--- src/rtl/rsth_pkg.sv ---
`timescale 1ns/1ps
package rsth_pkg;
    localparam int NCAUSE = 9;

    // flag bit positions are visible to software and must stay fixed
    typedef enum logic [3:0] {
        C_BOR   = 4'd0,
        C_STBY  = 4'd1,
        C_PIN   = 4'd2,
        C_WWDG  = 4'd3,
        C_IWDG  = 4'd4,
        C_SW    = 4'd5,
        C_LPSEC = 4'd6,
        C_OPT   = 4'd7,
        C_RADIO = 4'd8
    } cause_e;

    typedef logic [NCAUSE-1:0] cause_vec_t;

    typedef struct packed {
        logic bkp;
        logic radio;
        logic opt;
        logic lpsec;
        logic sw;
        logic iwdg;
        logic wwdg;
        logic shdn;
        logic stby;
    } req_t;

    localparam cause_vec_t BOR_ONLY = cause_vec_t'(1);

    function automatic cause_vec_t cause_mask(input cause_e c);
        return cause_vec_t'(1) << c;
    endfunction
endpackage

--- src/rtl/rsth_sync.sv ---
`timescale 1ns/1ps
module rsth_sync #(
    parameter int W = 1,
    parameter int STAGES = 2,
    parameter logic [W-1:0] RST_VAL = '0
) (
    input  logic         clk,
    input  logic         arst,
    input  logic [W-1:0] d,
    output logic [W-1:0] q
);
    logic [W-1:0] st [STAGES];

    always_ff @(posedge clk or posedge arst) begin
        if (arst) begin
            for (int i = 0; i < STAGES; i++) st[i] <= RST_VAL;
        end else begin
            st[0] <= d;
            for (int i = 1; i < STAGES; i++) st[i] <= st[i-1];
        end
    end

    assign q = st[STAGES-1];
endmodule

--- src/rtl/rsth_stretch.sv ---
`timescale 1ns/1ps
module rsth_stretch #(
    parameter int   LEN = 640,
    parameter logic INIT_BUSY = 1'b1
) (
    input  logic clk,
    input  logic arst,
    input  logic trig,
    output logic busy_nxt
);
    localparam int CW = $clog2(LEN + 1);
    localparam logic [CW-1:0] LOADV = CW'(LEN);

    logic [CW-1:0] cnt_q, cnt_nxt;

    always_comb begin
        if (trig)              cnt_nxt = LOADV;
        else if (cnt_q != '0)  cnt_nxt = cnt_q - CW'(1);
        else                   cnt_nxt = '0;
    end

    assign busy_nxt = (cnt_nxt != '0);

    always_ff @(posedge clk or posedge arst) begin
        if (arst) cnt_q <= INIT_BUSY ? LOADV : '0;
        else      cnt_q <= cnt_nxt;
    end

    AST_STRETCH_RELOAD: assert property (@(posedge clk) disable iff (arst)
        trig |=> (cnt_q == LOADV));
    AST_STRETCH_COUNTDOWN: assert property (@(posedge clk) disable iff (arst)
        (cnt_q != '0 && !trig) |=> (cnt_q == $past(cnt_q) - CW'(1)));
endmodule

--- src/rtl/rsth_flags.sv ---
`timescale 1ns/1ps
module rsth_flags
    import rsth_pkg::*;
(
    input  logic       clk,
    input  logic       arst,
    input  logic       clr,
    input  logic       bor_evt,
    input  cause_vec_t set_vec,
    output cause_vec_t flags_o
);
    always_ff @(posedge clk or posedge arst) begin
        if (arst)         flags_o <= BOR_ONLY;
        else if (bor_evt) flags_o <= BOR_ONLY;
        else              flags_o <= (clr ? '0 : flags_o) | set_vec;
    end

    AST_FLAGS_STICKY: assert property (@(posedge clk) disable iff (arst)
        (!clr && !bor_evt) |=> ((flags_o & $past(flags_o)) == $past(flags_o)));
    AST_SET_WINS: assert property (@(posedge clk) disable iff (arst)
        (!bor_evt) |=> ((flags_o & $past(set_vec)) == $past(set_vec)));
    AST_SHDN_BOR_ONLY: assert property (@(posedge clk) disable iff (arst)
        bor_evt |=> (flags_o == BOR_ONLY));
endmodule

--- src/rtl/rst_hub.sv ---
`timescale 1ns/1ps
module rst_hub
    import rsth_pkg::*;
#(
    parameter int STRETCH_CYCLES = 640,
    parameter int SYNC_STAGES = 2
) (
    input  logic              clk,
    input  logic              brownout_i,
    input  logic              standby_exit_i,
    input  logic              shutdown_exit_i,
    input  logic              wwdg_i,
    input  logic              iwdg_i,
    input  logic              sw_req_i,
    input  logic              lp_sec_i,
    input  logic              opt_load_i,
    input  logic              radio_err_i,
    input  logic              bkp_req_i,
    input  logic              pin_level_i,
    input  logic              flag_clr_i,
    output logic              pin_drive_o,
    output logic              core_rst_o,
    output logic              periph_rst_o,
    output logic              bkp_rst_o,
    output logic [NCAUSE-1:0] cause_o
);
    req_t req_raw, req_s;
    logic pin_s;

    always_comb begin
        req_raw       = '0;
        req_raw.stby  = standby_exit_i;
        req_raw.shdn  = shutdown_exit_i;
        req_raw.wwdg  = wwdg_i;
        req_raw.iwdg  = iwdg_i;
        req_raw.sw    = sw_req_i;
        req_raw.lpsec = lp_sec_i;
        req_raw.opt   = opt_load_i;
        req_raw.radio = radio_err_i;
        req_raw.bkp   = bkp_req_i;
    end

    rsth_sync #(.W($bits(req_t)), .STAGES(SYNC_STAGES), .RST_VAL('0)) u_req_sync (
        .clk(clk), .arst(brownout_i), .d(req_raw), .q(req_s));

    rsth_sync #(.W(1), .STAGES(SYNC_STAGES), .RST_VAL(1'b1)) u_pin_sync (
        .clk(clk), .arst(brownout_i), .d(pin_level_i), .q(pin_s));

    // every stretched (internal) system cause, shutdown exit included
    logic int_req;
    assign int_req = req_s.shdn | req_s.wwdg | req_s.iwdg | req_s.sw |
                     req_s.lpsec | req_s.opt | req_s.radio;

    logic sys_busy_nxt, stby_busy_nxt;

    rsth_stretch #(.LEN(STRETCH_CYCLES), .INIT_BUSY(1'b1)) u_sys_str (
        .clk(clk), .arst(brownout_i), .trig(int_req), .busy_nxt(sys_busy_nxt));

    rsth_stretch #(.LEN(STRETCH_CYCLES), .INIT_BUSY(1'b0)) u_stby_str (
        .clk(clk), .arst(brownout_i), .trig(req_s.stby), .busy_nxt(stby_busy_nxt));

    // own drive echoes back through the pin synchronizer; mask that window
    logic                   drive_q, core_q, periph_q, bkp_q;
    logic [SYNC_STAGES-1:0] drv_hist;
    logic                   ext_low, sys_nxt, core_nxt;

    assign ext_low  = ~pin_s & ~drive_q & ~(|drv_hist);
    assign sys_nxt  = sys_busy_nxt | ext_low;
    assign core_nxt = sys_nxt | stby_busy_nxt;

    always_ff @(posedge clk or posedge brownout_i) begin
        if (brownout_i) begin
            drive_q  <= 1'b1;
            periph_q <= 1'b1;
            core_q   <= 1'b1;
            bkp_q    <= 1'b0;
            drv_hist <= '1;
        end else begin
            drive_q  <= sys_busy_nxt;
            periph_q <= sys_nxt;
            core_q   <= core_nxt;
            bkp_q    <= req_s.bkp;
            drv_hist <= SYNC_STAGES'({drv_hist, drive_q});
        end
    end

    cause_vec_t set_vec, flags;

    always_comb begin
        set_vec          = '0;
        set_vec[C_STBY]  = req_s.stby;
        set_vec[C_PIN]   = ext_low;
        set_vec[C_WWDG]  = req_s.wwdg;
        set_vec[C_IWDG]  = req_s.iwdg;
        set_vec[C_SW]    = req_s.sw;
        set_vec[C_LPSEC] = req_s.lpsec;
        set_vec[C_OPT]   = req_s.opt;
        set_vec[C_RADIO] = req_s.radio;
    end

    rsth_flags u_flags (
        .clk(clk), .arst(brownout_i), .clr(flag_clr_i),
        .bor_evt(req_s.shdn), .set_vec(set_vec), .flags_o(flags));

    assign pin_drive_o  = drive_q;
    assign core_rst_o   = core_q;
    assign periph_rst_o = periph_q;
    assign bkp_rst_o    = bkp_q;
    assign cause_o      = flags;

    AST_INT_DRIVES_PIN: assert property (@(posedge clk) disable iff (brownout_i)
        int_req |=> pin_drive_o);
    AST_DRIVE_IN_PERIPH: assert property (@(posedge clk) disable iff (brownout_i)
        pin_drive_o |-> periph_rst_o);
    AST_PERIPH_IN_CORE: assert property (@(posedge clk) disable iff (brownout_i)
        periph_rst_o |-> core_rst_o);
    AST_OWN_DRIVE_NO_PIN_FLAG: assert property (@(posedge clk) disable iff (brownout_i)
        (drive_q && !cause_o[C_PIN]) |=> !cause_o[C_PIN]);
    AST_BKP_FOLLOWS_REQ: assert property (@(posedge clk) disable iff (brownout_i)
        req_s.bkp |=> bkp_rst_o);
    AST_BKP_QUIET: assert property (@(posedge clk) disable iff (brownout_i)
        !req_s.bkp |=> !bkp_rst_o);
endmodule

--- config.mk ---
export PLATFORM = sky130hd
export DESIGN_NAME = rst_hub
export DESIGN_NICKNAME = d
export VERILOG_FILES = /design/src/rtl/rsth_pkg.sv /design/src/rtl/rsth_sync.sv /design/src/rtl/rsth_stretch.sv /design/src/rtl/rsth_flags.sv /design/src/rtl/rst_hub.sv
export SDC_FILE = /design/constraint.sdc
export NUM_CORES = 1
export LEC_CHECK = 0
export BUFFER_PORTS_ARGS = -buffer_cell sky130_fd_sc_hd__buf_2
export CORE_MARGIN = 5
export CORE_UTILIZATION = 50
export CTS_BUF_LIST = sky130_fd_sc_hd__clkbuf_16
export CTS_CLUSTER_DIAMETER = 50
export DETAILED_ROUTE_END_ITERATION = 12
export GPL_TIMING_DRIVEN = 1
export PLACE_DENSITY = 0.7
export SLEW_MARGIN = 10
export SYNTH_ARGS = -nofsm -noshare
export SYNTH_HDL_FRONTEND = slang
export SYNTH_HIERARCHICAL = 1
export SYNTH_SLANG_ARGS = --single-unit
--- constraint.sdc ---
create_clock -name clk -period 4.2 [get_ports clk]
set_input_delay 0.21 -clock clk [delete_from_list [all_inputs] [get_ports clk]]
set_output_delay 0.21 -clock clk [all_outputs]
set_load 0.01 [all_outputs]
# ---- Yosys cells after proc, flatten, opt, wreduce, memory -nomap -nowiden
# Index checks and enable logic that the tools add are counted.
dict set report word_totals {
  out_inout_bits 13
  reg_bits 55
  elab_cells 39
}
dict set report op_classes {
  n_addsub 2
  n_mux 6
  n_reduce_logical 5
  n_bitwise 14
}
# op n
set ops {}
lappend ops {{2-to-1 mux 10 bit} 4}
lappend ops {{nonzero test 10 bit} 4}
lappend ops {{subtractor 10 x 1 -> 10 bit (second input constant)} 2}
lappend ops {{2-to-1 mux 9 bit} 2}
lappend ops {{bitwise OR 9 bit} 1}
lappend ops {{bitwise OR 1 bit} 8}
lappend ops {{inverter 1 bit} 3}
lappend ops {{AND 1 bit} 2}
lappend ops {{OR reduction 2 bit} 1}

# ---- Depth between registers and ports, before layout
dict set report logic_depth {
  depth_word 10
  depth_mapped 8
}

# ---- By module
# The synthesis kept the hierarchy.
# module instances cells_each area_per_inst_um2 seq_area_each_um2
set modules_own_cells {}
lappend modules_own_cells {{rsth_stretch (u_sys_str)} 1 65 631.9 252.7}
lappend modules_own_cells {{rsth_stretch (u_stby_str)} 1 65 629.4 250.2}
lappend modules_own_cells {{rsth_sync (u_req_sync)} 1 28 521.8 450.4}
lappend modules_own_cells {rsth_flags 1 38 367.9 226.5}
lappend modules_own_cells {rst_hub 1 14 203.9 156.4}
lappend modules_own_cells {{rsth_sync (u_pin_sync)} 1 3 56.3 52.6}

# ---- Least setup slack after synthesis
# OpenSTA, ideal clock, no wires.
dict set report synth_timing {
  kind {register -> register}
  start {register u_sys_str.cnt_q[0]}
  end {register core_q, in the netlist core_rst_o}
  setup_slack_ps 2069
  arrival_ps 2044
  required_time_ps 4112
  setup_time_ps 88
  synth_period_minus_slack_ps 2131
  stages_incl_launch_ff 8
  path_buffers 0
  cell_sequence {dfrtp_1 -> inv_1 -> ha_1 -> or4b_1 -> a31o_1 -> a211oi_2 -> o211ai_1 -> or3_1}
}
dict set report synth_between {
  elab_chain_cells 6
  word_cells_on_any_way 7
}
# element line_no
set synth_rtl {}
lappend synth_rtl {{start: declaration} rsth_stretch.sv:14} ;# logic [CW-1:0] cnt_q, cnt_nxt;
lappend synth_rtl {{start signal: assignment} rsth_stretch.sv:25} ;# if (arst) cnt_q <= INIT_BUSY ? LOADV : '0;
lappend synth_rtl {{start signal: assignment} rsth_stretch.sv:26} ;# else cnt_q <= cnt_nxt;
lappend synth_rtl {{subtractor 10 x 1 -> 10 bit / nonzero test 10 bit (equally long branches)} rsth_stretch.sv:18} ;# else if (cnt_q != '0) cnt_nxt = cnt_q - CW'(1);
lappend synth_rtl {{2-to-1 mux 10 bit (*)} rsth_stretch.sv:18}
lappend synth_rtl {{2-to-1 mux 10 bit (*)} rsth_stretch.sv:17} ;# if (trig) cnt_nxt = LOADV;
lappend synth_rtl {{nonzero test 10 bit (*)} rsth_stretch.sv:22} ;# assign busy_nxt = (cnt_nxt != '0);
lappend synth_rtl {{net sys_busy_nxt} rst_hub.sv:54} ;# logic sys_busy_nxt, stby_busy_nxt;
lappend synth_rtl {{bitwise OR 1 bit (*)} rst_hub.sv:68} ;# assign sys_nxt = sys_busy_nxt | ext_low;
lappend synth_rtl {{bitwise OR 1 bit (*)} rst_hub.sv:69} ;# assign core_nxt = sys_nxt | stby_busy_nxt;
lappend synth_rtl {{net core_nxt} rst_hub.sv:65} ;# logic ext_low, sys_nxt, core_nxt;
lappend synth_rtl {{end signal: assignment} rst_hub.sv:81} ;# core_q <= core_nxt;
lappend synth_rtl {{end: declaration} rst_hub.sv:63} ;# logic drive_q, core_q, periph_q, bkp_q;
# The timed path passes the listed nets; every way through them passes the cells marked *.

# ---- Worst setup path after layout
# Same ends and word-level chain as after synthesis.

==> metrics.md <==
| Metric | Value |
|---|---|
| DPL Wire Length | `just under 3000 µm` |
| Total Nets Final | `247` |
| Status | `finished clean` |
| GR Overflow Total | `0` |
| GRT Total Usage | `roughly 15%` |
| Nature of the critical path startpoint | `flip-flop` |
| Final setup viols | `0` |
| Worst relative slew slack | `57.1%` |
| Register area share after synthesis | `57.6%` |
| Post-Syn Nets | `between 200 and 250` |
| Initial core utilization | `~50%` |
| Seq pwr share | `52.6%` |
| Drt initial violations | `72` |
| DR pass1 iterations | `4` |
| Power Dens Cells | `roughly 430 nW/µm²` |
| Ports | `26` |
| Gate power share | `10.8%` |
| Initial antenna violation count | `0` |
| Post-CTS sizing | `0` |
| P&R area growth vs syn | `10.4%` |
| Switching Power | `about 0.0003 W` |
| R2r setup slk | `between 1.5 and 2 ns` |
| Worst min path class | `input port to flip-flop` |
| Hold Fails Final Rpt | `0` |
| Kind of critical path | `flip-flop to flip-flop` |
| Commonest non-fill, non-tap cell in the layout | `dfrtp_1` |
| RSZ-0062 raised after global routing | `false` |
| Clock share of power | `36.6%` |
| Post-synth EDFFs | `0` |
| Vias in the first global route | `approximately 1500` |
| R2R cell count | `7` |
| Routed Antenna Nets | `0` |
| Max FO, Critical Path | `9` |
| Layout cell share with drive strength beyond 1 | `around 23%` |
| CP required | `4.41 ns` |
| Reg-to-Reg End | `core_rst_o` |
| Die Y | `between 70 and 80 µm` |
| Worst-skew pair later-pin latency | `around 0.29 ns` |
| Reg2reg start | `u_sys_str/cnt_q[0]` |
| Yosys reg bits | `55` |
| Yosys cell types | `37` |
| # H-tree levels | `2` |
| DRC | `0` |
| Crit path time final | `2.44 ns` |
| DR vias | `between 1000 and 1500` |
| Full die area | `~6300 µm²` |
| Mapped Cells | `213` |
| Clk sink count | `55` |
| Worst-path clk slew | `approximately 0.070 ns` |
| CTS tree | `yes` |
| Largest net degree at the start of global routing | `21` |
| GP Congestion | `roughly 0.81` |
| Worst slew pin tran | `0.643 ns` |
| CP startpoint | `u_sys_str/cnt_q[0]` |
| First-pass GRT wire length | `approximately 7400 µm` |
| Setup TNS | `0 ns` |
| Static Leak | `around 1.2 nW` |
| # rows | `25` |
| CP endpoint kind | `flip-flop` |
| FFs w/ async S/R, synth | `between 90% and 100%` |
| Hold Startpoint | `lp_sec_i` |
| Period utilization | `58.0%` |
| Commonest register cell after synthesis | `dfrtp_1` |
| CORE AREA | `approximately 4700 µm²` |
| YS warnings | `6` |
| Power, Total | `around 0.0012 W` |
| Die Wd | `about 79 µm` |
| Routed length per instance | `13.7 µm` |
| N_diodes | `0` |
| Routed WL | `3920 µm` |
| Worst Path Arrival | `about 2.7 ns` |
| MaxCap Viol Count | `0` |
| Final Skew | `approximately 0.0073 ns` |
| Input/output buffers | `25` |
| Max Buffers Root-to-Sink | `2` |
| Via/cell ratio | `5.19` |
| Worst Hold Endpoint | `u_req_sync/st[14]` |
| Mapped Area | `roughly 2400 µm²` |
| Max-slew violations | `0` |
| Hold Path Stages | `1` |
| Internal power | `0.000851 W` |
| Commonest cells after routing, fill and taps aside | `45 x dfrtp_1, 25 x buf_2, 21 x inv_1, 21 x nor2_1, 14 x a21oi_1` |
| Peak supply drop | `0.308 mV` |
| Switching Share | `between 20% and 30%` |
| Syn Area/Cell | `roughly 11 µm²` |
| CTS buffer count | `5` |
| Fmax achieved | `around 0.4 GHz` |
| Clock root cell | `clkbuf_16` |
-- cell type report --
class / count / area, µm²
Clock buffer: 5 / 125
Clock inverter: 3 / 28.8
Fill cell: 407 / 2030
Inverter: 21 / 78.8
Multi-Input combinational cell: 123 / 838
Sequential cell: 55 / 1390
Tap cell: 54 / 67.6
Timing Repair Buffer: 26 / 135
-- critical path: stages (launching register included) --
cell      delay, ns
dfrtp_1        0.47
inv_1          0.12
ha_1           0.24
nor3b_2        0.52
nand3_1        0.16
nand2b_1       0.27
o211ai_1       0.19
or3_1          0.39
-- repair_timing --
item	in CTS	in global routing
hold buffers	1	0
hold endpoints to repair	29	0
endpoints found under the setup margin	0	0
buffers inserted	0	0
-- kinds of logic (layout without fill, tap and decap cells) --
group / Yosys count / in the layout / synth area share (%)
AO/OA/AOI/OAI: 35 / 35 / 9.65
AND/OR/NAND/NOR: 75 / 75 / 20.3
other: 1 / 1 / 0.156
buffers and inverters: 35 / 55 / 7.63
adder cells (fa/ha/maj): 2 / 2 / 1.04
flip-flops: 55 / 55 / 57.6
XOR/XNOR: 10 / 10 / 3.63
-- flip-flops by register name, summed over array words and instances, names as in the netlist --
name	flops
u_stby_str/cnt_q	10
pin_drive_o	1
u_pin_sync/st	1
u_req_sync/st	9
u_flags/flags_o	9
core_rst_o	1
drv_hist	2
u_req_sync/q	9
u_pin_sync/q	1
u_sys_str/cnt_q	10
periph_rst_o	1
bkp_rst_o	1
-- cells in the mapped netlist (all sizes together), types with 4 or more instances --
library cell / instances / area share (%)
xnor2: 8 / 2.9
buf: 14 / 4.4
a31oi: 4 / 1.0
nor2: 21 / 3.3
inv: 21 / 3.3
nand2: 11 / 1.7
nor4: 10 / 5.3
a21oi: 14 / 2.9
dfstp: 10 / 11
nand2b: 12 / 3.1
dfrtp: 45 / 47
-- layer usage --
layer / global-route usage, % / part of all wire [%] / vias to the layer above
met5: 0 / 0 / -
met4: 4.64 / 1.1 / 0
met3: 3.84 / 4.1 / 4
met2: 23.0 / 48 / 23
met1: 20.5 / 47 / 711
li1: - / - / 751
-- worst max-delay path by stage --
stage	endpoint	slack [ns]	cells past startpoint
CTS	core_rst_o	1.77	7
floorplan	core_rst_o	2.07	7
global route	core_rst_o	1.52	7
global placement	core_rst_o	1.87	7
finish	core_rst_o	1.76	7
detailed placement	core_rst_o	1.79	7
-- per-stage QoR --
step           hold slack [ns]  worst slack [ns]  instance area [µm²]  cells  utilization (%)
3_5_place_dp             0.182              1.79                 2500    278             53.3
2_1_floorplan         -0.00267              2.07                 2410    213                -
3_3_place_gp             0.184              1.87                 2500    278             53.3
5_1_grt                0.00533              1.52                 2660    287             56.7
4_1_cts                0.00967              1.77                 2660    287             56.7
6_report                0.0184              1.76                 2660    287             56.7
-- power by group through the flow --
stage	clock network, W	logic (W)	registers (W)
4_1_cts	0.000440	0.000127	0.000606
3_3_place_gp	0	0.000124	0.000614
2_1_floorplan	0	0.000110	0.000604
3_5_place_dp	0	0.000125	0.000616
5_1_grt	0.000465	0.000145	0.000612
6_report	0.000422	0.000125	0.000606
(Power assumes the default switching activity.)
